$ cat config.mk
export PLATFORM = sky130hd
export DESIGN_NAME = ahb_burst_master
export DESIGN_NICKNAME = d
export VERILOG_FILES = /design/src/rtl/ahbm_pkg.sv /design/src/rtl/ahbm_addr_phase.sv /design/src/rtl/ahbm_data_phase.sv /design/src/rtl/ahb_burst_master.sv
export SDC_FILE = /design/constraint.sdc
export NUM_CORES = 1
export LEC_CHECK = 0
export BUFFER_PORTS_ARGS = -buffer_cell sky130_fd_sc_hd__buf_4
export CAP_MARGIN = 20
export CORE_MARGIN = 3
export CORE_UTILIZATION = 56
export DETAILED_ROUTE_END_ITERATION = 8
export HOLD_SLACK_MARGIN = 0.06
export PLACE_DENSITY = 0.88
export SYNTH_ARGS = -nofsm -noshare
export SYNTH_HDL_FRONTEND = slang
export SYNTH_SLANG_ARGS = --single-unit
$ cat constraint.sdc
create_clock -name clk -period 4.1 [get_ports clk]
set_clock_uncertainty 0.05 [all_clocks]
set_input_delay 0 -clock clk [delete_from_list [all_inputs] [get_ports clk]]
set_output_delay 0 -clock clk [all_outputs]
set_load 0.03 [all_outputs]
$ cat src/rtl/ahbm_pkg.sv
package ahbm_pkg;
  typedef enum logic [1:0] {
    TR_IDLE   = 2'b00,
    TR_BUSY   = 2'b01,
    TR_NONSEQ = 2'b10,
    TR_SEQ    = 2'b11
  } htrans_e;

  localparam logic [2:0] BURST_INCR = 3'b001;
  localparam logic [2:0] SIZE_WORD  = 3'b010;
endpackage

$ cat src/rtl/ahbm_addr_phase.sv
module ahbm_addr_phase
  import ahbm_pkg::*;
#(
  parameter int AW = 32,
  parameter int DW = 32,
  parameter int LW = 5
) (
  input  logic          clk,
  input  logic          rst_n,
  input  logic          hready,
  input  logic          busy,
  input  logic          start,
  input  logic [AW-1:0] base_in,
  input  logic [LW-1:0] len_in,
  input  logic          wr_in,
  input  logic          abort_en,
  input  logic          err_first,
  input  logic          err_end,
  input  logic          wr_valid,
  input  logic [DW-1:0] wr_data,
  output logic [1:0]    htrans,
  output logic [AW-1:0] haddr,
  output logic          hwrite,
  output logic          aph_valid,
  output logic [LW-1:0] aph_idx,
  output logic [DW-1:0] aph_wdata,
  output logic          wr_ready,
  output logic          issue_over
);
  htrans_e       htrans_q;
  logic [LW-1:0] nxt;
  logic [LW-1:0] len_q;
  logic [AW-1:0] base_q;
  logic          stopped;
  logic          stop_now;
  logic          more;
  logic          issue;

  // an error completing this cycle stops issue at once in abort mode
  assign stop_now   = stopped | (abort_en & err_end);
  assign more       = busy & (nxt != len_q) & ~stop_now;
  assign issue      = more & (~hwrite | wr_valid);
  assign wr_ready   = hready & more & hwrite;
  assign issue_over = ~busy | (nxt == len_q) | stop_now;
  assign htrans     = htrans_q;

  always_ff @(posedge clk or negedge rst_n) begin
    if (!rst_n) begin
      htrans_q  <= TR_IDLE;
      nxt       <= '0;
      len_q     <= '0;
      base_q    <= '0;
      haddr     <= '0;
      hwrite    <= 1'b0;
      stopped   <= 1'b0;
      aph_valid <= 1'b0;
      aph_idx   <= '0;
      aph_wdata <= '0;
    end else if (start) begin
      nxt       <= '0;
      len_q     <= len_in;
      base_q    <= base_in;
      hwrite    <= wr_in;
      stopped   <= 1'b0;
      aph_valid <= 1'b0;
      htrans_q  <= TR_IDLE;
    end else if (hready) begin
      stopped <= stop_now;
      if (issue) begin
        aph_valid <= 1'b1;
        aph_idx   <= nxt;
        aph_wdata <= wr_data;
        haddr     <= base_q + (AW'(nxt) << 2);
        htrans_q  <= (nxt == '0) ? TR_NONSEQ : TR_SEQ;
        nxt       <= nxt + 1'b1;
      end else begin
        aph_valid <= 1'b0;
        htrans_q  <= (more && nxt != '0) ? TR_BUSY : TR_IDLE;
      end
    end else if (err_first && abort_en) begin
      // first cycle of a two-cycle error: drop the pending beat
      stopped   <= 1'b1;
      aph_valid <= 1'b0;
      htrans_q  <= TR_IDLE;
    end
  end
endmodule

$ cat src/rtl/ahbm_data_phase.sv
module ahbm_data_phase #(
  parameter int DW = 32,
  parameter int LW = 5
) (
  input  logic          clk,
  input  logic          rst_n,
  input  logic          hready,
  input  logic          hresp,
  input  logic [DW-1:0] hrdata,
  input  logic          start,
  input  logic          aph_valid,
  input  logic [LW-1:0] aph_idx,
  input  logic          aph_wr,
  input  logic [DW-1:0] aph_wdata,
  output logic [DW-1:0] hwdata,
  output logic          dp_pend,
  output logic          err_first,
  output logic          err_end,
  output logic          rd_valid,
  output logic [DW-1:0] rd_data,
  output logic          err_any,
  output logic [LW-1:0] err_which
);
  logic [LW-1:0] dp_idx;
  logic          dp_wr;
  logic          err_seen;
  logic [LW-1:0] err_idx;

  // the data phase is judged by its own pending flag, not by htrans
  assign err_first = dp_pend & hresp & ~hready;
  assign err_end   = dp_pend & hresp & hready;
  assign rd_valid  = dp_pend & hready & ~hresp & ~dp_wr;
  assign rd_data   = hrdata;
  assign err_any   = err_seen | err_end;
  assign err_which = err_seen ? err_idx : dp_idx;

  always_ff @(posedge clk or negedge rst_n) begin
    if (!rst_n) begin
      dp_pend <= 1'b0;
      dp_idx  <= '0;
      dp_wr   <= 1'b0;
      hwdata  <= '0;
    end else if (hready) begin
      dp_pend <= aph_valid;
      if (aph_valid) begin
        dp_idx <= aph_idx;
        dp_wr  <= aph_wr;
        if (aph_wr) hwdata <= aph_wdata;
      end
    end
  end

  always_ff @(posedge clk or negedge rst_n) begin
    if (!rst_n) begin
      err_seen <= 1'b0;
      err_idx  <= '0;
    end else if (start) begin
      err_seen <= 1'b0;
    end else if (err_end && !err_seen) begin
      err_seen <= 1'b1;
      err_idx  <= dp_idx;
    end
  end
endmodule

$ cat src/rtl/ahb_burst_master.sv
module ahb_burst_master
  import ahbm_pkg::*;
#(
  parameter int AW = 32,
  parameter int DW = 32,
  parameter int LW = 5
) (
  input  logic          clk,
  input  logic          rst_n,
  input  logic          cmd_valid,
  output logic          cmd_ready,
  input  logic [AW-1:0] cmd_addr,
  input  logic [LW-1:0] cmd_len,
  input  logic          cmd_write,
  input  logic          cfg_abort,
  input  logic          wr_valid,
  output logic          wr_ready,
  input  logic [DW-1:0] wr_data,
  output logic          rd_valid,
  output logic [DW-1:0] rd_data,
  output logic          done,
  output logic          err_flag,
  output logic [LW-1:0] err_beat,
  output logic [AW-1:0] haddr,
  output logic [1:0]    htrans,
  output logic [2:0]    hburst,
  output logic [2:0]    hsize,
  output logic          hwrite,
  output logic [DW-1:0] hwdata,
  input  logic [DW-1:0] hrdata,
  input  logic          hready,
  input  logic          hresp
);
  logic          busy;
  logic          abort_q;
  logic          start;
  logic          fin;
  logic          aph_valid;
  logic [LW-1:0] aph_idx;
  logic [DW-1:0] aph_wdata;
  logic          issue_over;
  logic          dp_pend;
  logic          err_first;
  logic          err_end;
  logic          err_any;
  logic [LW-1:0] err_which;

  assign cmd_ready = ~busy;
  assign start     = cmd_valid & ~busy;
  assign hburst    = BURST_INCR;
  assign hsize     = SIZE_WORD;
  // last data phase completes this edge and nothing more will be issued
  assign fin       = busy & hready & ~aph_valid & issue_over;

  ahbm_addr_phase #(.AW(AW), .DW(DW), .LW(LW)) u_aph (
    .clk(clk), .rst_n(rst_n), .hready(hready), .busy(busy), .start(start),
    .base_in(cmd_addr), .len_in(cmd_len), .wr_in(cmd_write), .abort_en(abort_q),
    .err_first(err_first), .err_end(err_end), .wr_valid(wr_valid), .wr_data(wr_data),
    .htrans(htrans), .haddr(haddr), .hwrite(hwrite), .aph_valid(aph_valid),
    .aph_idx(aph_idx), .aph_wdata(aph_wdata), .wr_ready(wr_ready),
    .issue_over(issue_over)
  );

  ahbm_data_phase #(.DW(DW), .LW(LW)) u_dph (
    .clk(clk), .rst_n(rst_n), .hready(hready), .hresp(hresp), .hrdata(hrdata),
    .start(start), .aph_valid(aph_valid), .aph_idx(aph_idx), .aph_wr(hwrite),
    .aph_wdata(aph_wdata), .hwdata(hwdata), .dp_pend(dp_pend),
    .err_first(err_first), .err_end(err_end), .rd_valid(rd_valid),
    .rd_data(rd_data), .err_any(err_any), .err_which(err_which)
  );

  always_ff @(posedge clk or negedge rst_n) begin
    if (!rst_n) begin
      busy     <= 1'b0;
      abort_q  <= 1'b0;
      done     <= 1'b0;
      err_flag <= 1'b0;
      err_beat <= '0;
    end else begin
      done <= fin;
      if (start) begin
        busy     <= 1'b1;
        abort_q  <= cfg_abort;
        err_flag <= 1'b0;
        err_beat <= '0;
      end else if (fin) begin
        busy     <= 1'b0;
        err_flag <= err_any;
        err_beat <= err_which;
      end
    end
  end
endmodule

# After elaboration in Yosys (flattened, before gate mapping)
# Index checks and enable logic that the tools add are counted.
dict set report word_totals {
  mem_count 0
  input_bits 109
  regBits 170
  latchBits 0
  ramBits 0
  mem_bits_ro 0
}
dict set report op_classes {
  reduce_logical 16
  n_mul 0
  magnitude_cmp 0
  bitwise 29
  addsub 2
  muxes 25
  eq_ne 2
  n_div 0
  n_shift 0
}
# cell n
set op_table {}
lappend op_table {{32-bit by 7-bit adder with 32-bit output} 1}
lappend op_table {{5-bit two-way mux} 6}
lappend op_table {{1-bit bitwise AND} 16}
lappend op_table {{1-bit two-way mux} 15}
lappend op_table {{2-bit two-way mux} 4}
lappend op_table {{1-bit NOT} 8}
lappend op_table {{2-bit nonzero test} 4}
lappend op_table {{2-bit AND reduction} 3}
lappend op_table {{3-bit AND reduction} 2}
lappend op_table {{5-bit by 1-bit adder with 5-bit output (second input constant)} 1}
lappend op_table {{5-bit == test} 1}
lappend op_table {{5-bit logical NOT} 1}
lappend op_table {{5-bit != test} 1}
lappend op_table {{1-bit bitwise OR} 5}
lappend op_table {{5-bit nonzero test} 1}
lappend op_table {{1-bit logical AND} 3}
lappend op_table {{3-bit nonzero test} 1}
lappend op_table {{1-bit logical NOT} 1}

# Depth between registers and ports, before layout
dict set report logic_depth {
  depth_word 11
  mapped_depth 9
  mapped_depth_nobuf 8
}

# Modules after synthesis
# Synthesis repeated with hierarchy kept, for this count alone.
dict set report hier_totals {
  hier_cells 610
  area_unflattened_um2 7567.3
}
# mod instances cells_each area_each_um2
set by_module_without_submodules {}
lappend by_module_without_submodules {ahbm_addr_phase 1 423 5133.7}
lappend by_module_without_submodules {ahbm_data_phase 1 143 2006.9}
lappend by_module_without_submodules {ahb_burst_master 1 44 426.7}

# Worst setup path after synthesis
# No wires, ideal clock.
dict set report synth_timing {
  path_kind {reg2reg}
  start {register u_aph.nxt[0]}
  end {register u_aph.haddr[22]}
  path_buffers 1
  setup_ps 82
  required_time_ps 3968
  path_stages_with_launch 10
  period_less_slack_ps 2385
  setup_slack_ps 1715
  t_arrival_ps 2253
  cell_sequence {dfrtp_1 ha_1 inv_1 fa_1 and2b_1 o211ai_4 a21o_1 buf_4 or3_1 a31oi_1}
}
dict set report synth_via {
  elab_chain_len 5
}
# element line_no
set synth_lines {}
lappend synth_lines {{start: declaration} ahbm_addr_phase.sv:31} ;# logic [LW-1:0] nxt;
lappend synth_lines {{start signal: assignment} ahbm_addr_phase.sv:75} ;# nxt <= nxt + 1'b1;
lappend synth_lines {{parallel branches: the longest is 5 deep, another holds 32-bit by 7-bit adder with 32-bit output} n/a}
lappend synth_lines {{end signal: assignment} ahbm_addr_phase.sv:73} ;# haddr <= base_q + (AW'(nxt) << 2);
lappend synth_lines {{end: declaration} ahbm_addr_phase.sv:22} ;# output logic [AW-1:0] haddr,
# Parallel ways; which one is timed is not known.
# A chain may end at the register's enable or synchronous reset.

# Final worst setup path
dict set report layout_timing {
  start {register u_aph.nxt[0]}
  end {register u_aph.haddr[18]}
}
# Same word-level chain as after synthesis.

==> impl_metrics.tcl <==
set metrics [dict create \
    synth_edf_count 0 \
    cts_buffers 17 \
    ys_ff_latch 169 \
    final.setup.worst_slack_ps 1230 \
    start_kind "flop" \
    fmax_mhz 348 \
    num_vias 5873 \
    yosysSeqAreaShare_pct 55.4 \
    first_global_vias 6314 \
    dp.cells 939 \
    synthFlopType "dfrtp_1" \
    worst_pin_slew_ps 1030 \
    antenna_found_initial 1 \
    post_dp_cell_area_mm2 0.00865 \
    critPathArrivalTime_ps 3150 \
    clockRootBuffer "clkbuf_16" \
    leakagePower_nw 4.82 \
    synth_async_sr_flop_share_pct 100 \
    pre_cts_ws_ps 1280 \
    final_util_pct 77.6 \
    p_per_area_mw_per_mm2 786 \
    clock_latency_ps 430 \
    post-dp-hpwl_um 11800 \
    crit_type "reg -> reg" \
    syn_area_per_cell_um2 11.4 \
    htreeDepth 4 \
    routedWlPerCell_um 18.6 \
    nNetsFinal 1006 \
    cts_num_sinks 169 \
    ir_drop_uv 390 \
    crit_path_max_fanout 17 \
    ant_nets 0 \
    fp.dieW_um 123 \
    post_layout_nonfiller_instances 1079 \
    required_ps 4380 \
    clk_pin_slew_ps 70 \
    cts_max_path_buffers 2 \
    r2r_slack_ps 1230 \
    area_growth_pct 35.2 \
    fp.dieH_um 123 \
    holdWs_ps 177 \
    synth.distinct_cells 54 \
    totalWireLength_um 20100 \
    period_needed_ps 2870 \
    yosys_warnings 0 \
    vias_per_cell 5.44 \
    drt_iter0_drc 483 \
    num_rows 42 \
    drc 0 \
    grt_setup_unrepaired "false" \
    maxCapViolCount 0 \
    grt_pass1_wl_um 31400 \
    drive_above_1_share_pct 32.5 \
    grt_usage_pct 27.3 \
    io_pins 224 \
    dr.pass1.iters 5 \
    status "finished clean" \
    seq_area_mm2 0.00423 \
    r2r-start "u_aph.nxt[0]" \
    hold_viol 0 \
    timing.rr.end "u_aph.haddr[18]" \
    drv_slew 0 \
    n_fill_cell 766 \
    grt_max_degree 97 \
    critPathCaptureType "flop" \
    slowest_stage "or4_1" \
    final_cell_area_mm2 0.0103 \
    max_stage_delay_ps 560 \
    synthCells 667 \
    setup_viol 0 \
    cts_setup_buffers 0 \
    gp_congestion 0.848 \
    tns_ps 0 \
    relSlewSlack_pct 31.5 \
    port-buffer-count 153 \
    power.total_mw 8.11 \
    synth_area_mm2 0.00763 \
    crit_chain "ha_1 > inv_1 > fa_1 > and2b_1 > o211ai_4 > a21o_1 > or4_1 > a31oi_1" \
    core_mm2 0.0133 \
    die_area_mm2 0.0151 \
    grt_overflow_total 0 \
    hold_path.class "in -> async" \
    start_util_pct 57.4 \
    fin_crit_sh_pct 70.1 \
    r2r_cells 8 \
    multi_input_area_mm2 0.00296 \
    cts_tree "done" \
]
## state kept, by name, indices dropped and copies added (netlist names), 2 cells and up
signal / flops
u_aph.aph_wdata: 32
u_aph.base_q: 32
u_aph.haddr: 32
u_dph.hwdata: 32
err_beat: 5
u_aph.aph_idx: 5
u_aph.len_q: 5
u_aph.nxt: 5
u_dph.dp_idx: 5
u_dph.err_idx: 5
u_aph.htrans: 2
## power breakdown
group	internal, mW	switching, mW	leakage, nW
logic	1.44	1.94	2.45
registers	2.45	0.637	2.08
clock network	0.961	0.689	0.287
total	4.85	3.27	4.82
## layout by cell type (no fill, tap or decap), types with 3 or more instances in the layout
| cell | count |
|---|---|
| o21ai_0 | 24 |
| clkbuf_16 | 17 |
| or3_1 | 6 |
| mux2i_1 | 13 |
| a31oi_1 | 14 |
| nor2_1 | 22 |
| nand2_1 | 149 |
| xor2_1 | 11 |
| buf_4 | 157 |
| bufinv_16 | 3 |
| clkinv_2 | 3 |
| nand4_1 | 4 |
| o31ai_1 | 7 |
| or4_1 | 6 |
| xnor2_1 | 11 |
| nand3_1 | 13 |
| and2_1 | 3 |
| conb_1 | 6 |
| dlygate4sd3_1 | 107 |
| clkinvlp_4 | 3 |
| inv_1 | 8 |
| o211ai_1 | 3 |
| a2111oi_2 | 3 |
| mux2_2 | 85 |
| dfrtp_1 | 169 |
| ha_1 | 7 |
## synth_stat cells, drive strengths merged (2+ instances only)
cell / count / area share, %
a2111oi: 3 / 0.59
and3: 3 / 0.28
o2111ai: 2 / 0.46
nand3: 13 / 0.85
mux2i: 13 / 1.7
o211ai: 4 / 0.57
and4: 4 / 0.52
xor2: 11 / 1.3
inv: 8 / 0.39
nand2: 149 / 7.3
or3: 6 / 0.49
clkbuf: 9 / 0.44
buf: 58 / 5.4
or4: 6 / 0.59
and2: 3 / 0.25
nand4: 5 / 0.61
a21oi: 4 / 0.36
a31oi: 14 / 1.1
xnor2: 11 / 1.3
nor4b: 2 / 0.23
nor2b: 3 / 0.25
nor3: 4 / 0.62
a21boi: 2 / 0.25
ha: 7 / 1.1
o31ai: 7 / 0.69
o21ai: 26 / 1.7
dfrtp: 169 / 55
conb: 2 / 0.098
mux2: 87 / 13
nor2: 23 / 1.2
## per-layer routing
metal	share of wire, %	GRT usage [%]	vias up
li1	-	-	2681
met1	37	30.5	2888
met2	54	48.8	238
met3	5.2	5.71	66
met4	4.2	14.4	0
met5	0	0	-
## repair_timing
action / CTS / global route
resized for setup: 0 / 0
hold buffers: 107 / 0
endpoints found under the hold margin: 205 / 0
## critical path, delay by kind of cell, from the launching register on
family	cells	cell delay (ps)
adder cells (fa/ha/maj)	2	650
AND/OR/NAND/NOR	2	840
buffers and inverters	1	70
AO/OA/AOI/OAI	3	670
flip-flops	1	510
## logic make-up after synthesis
logic type | Yosys count | share of synthesized area (%)
AOI/OAI and AO/OA | 68 | 6.43
xor gates and xnor gates | 22 | 2.52
adders and majority gates | 8 | 1.41
buffers and inverters | 75 | 6.23
DFF | 169 | 55.4
muxes | 100 | 14.5
other | 2 | 0.0984
and+or+nand+nor | 223 | 13.4
## how the worst max path moves through the flow
stage          cells after the start              end    startpoint  slack (ps)
3_3_place_gp                       8  u_aph.haddr[28]  u_aph.nxt[0]        1480
2_1_floorplan                      9  u_aph.haddr[22]  u_aph.nxt[0]        1720
5_1_grt                            8  u_aph.haddr[18]  u_aph.nxt[0]        1110
3_5_place_dp                       8  u_aph.haddr[18]  u_aph.nxt[0]        1280
6_report                           8  u_aph.haddr[18]  u_aph.nxt[0]        1230
4_1_cts                            8  u_aph.haddr[18]  u_aph.nxt[0]        1260
## final cells by class
class,count,area share (%)
multi-input cells,427,28.7
clock inverters,14,1.68
flip-flops and latches,169,41.0
well taps,176,2.13
inverters,8,0.291
repair buffers,266,22.1
diodes,2,0.0485
clock buffers,17,4.12
(Power assumes the default switching activity.)
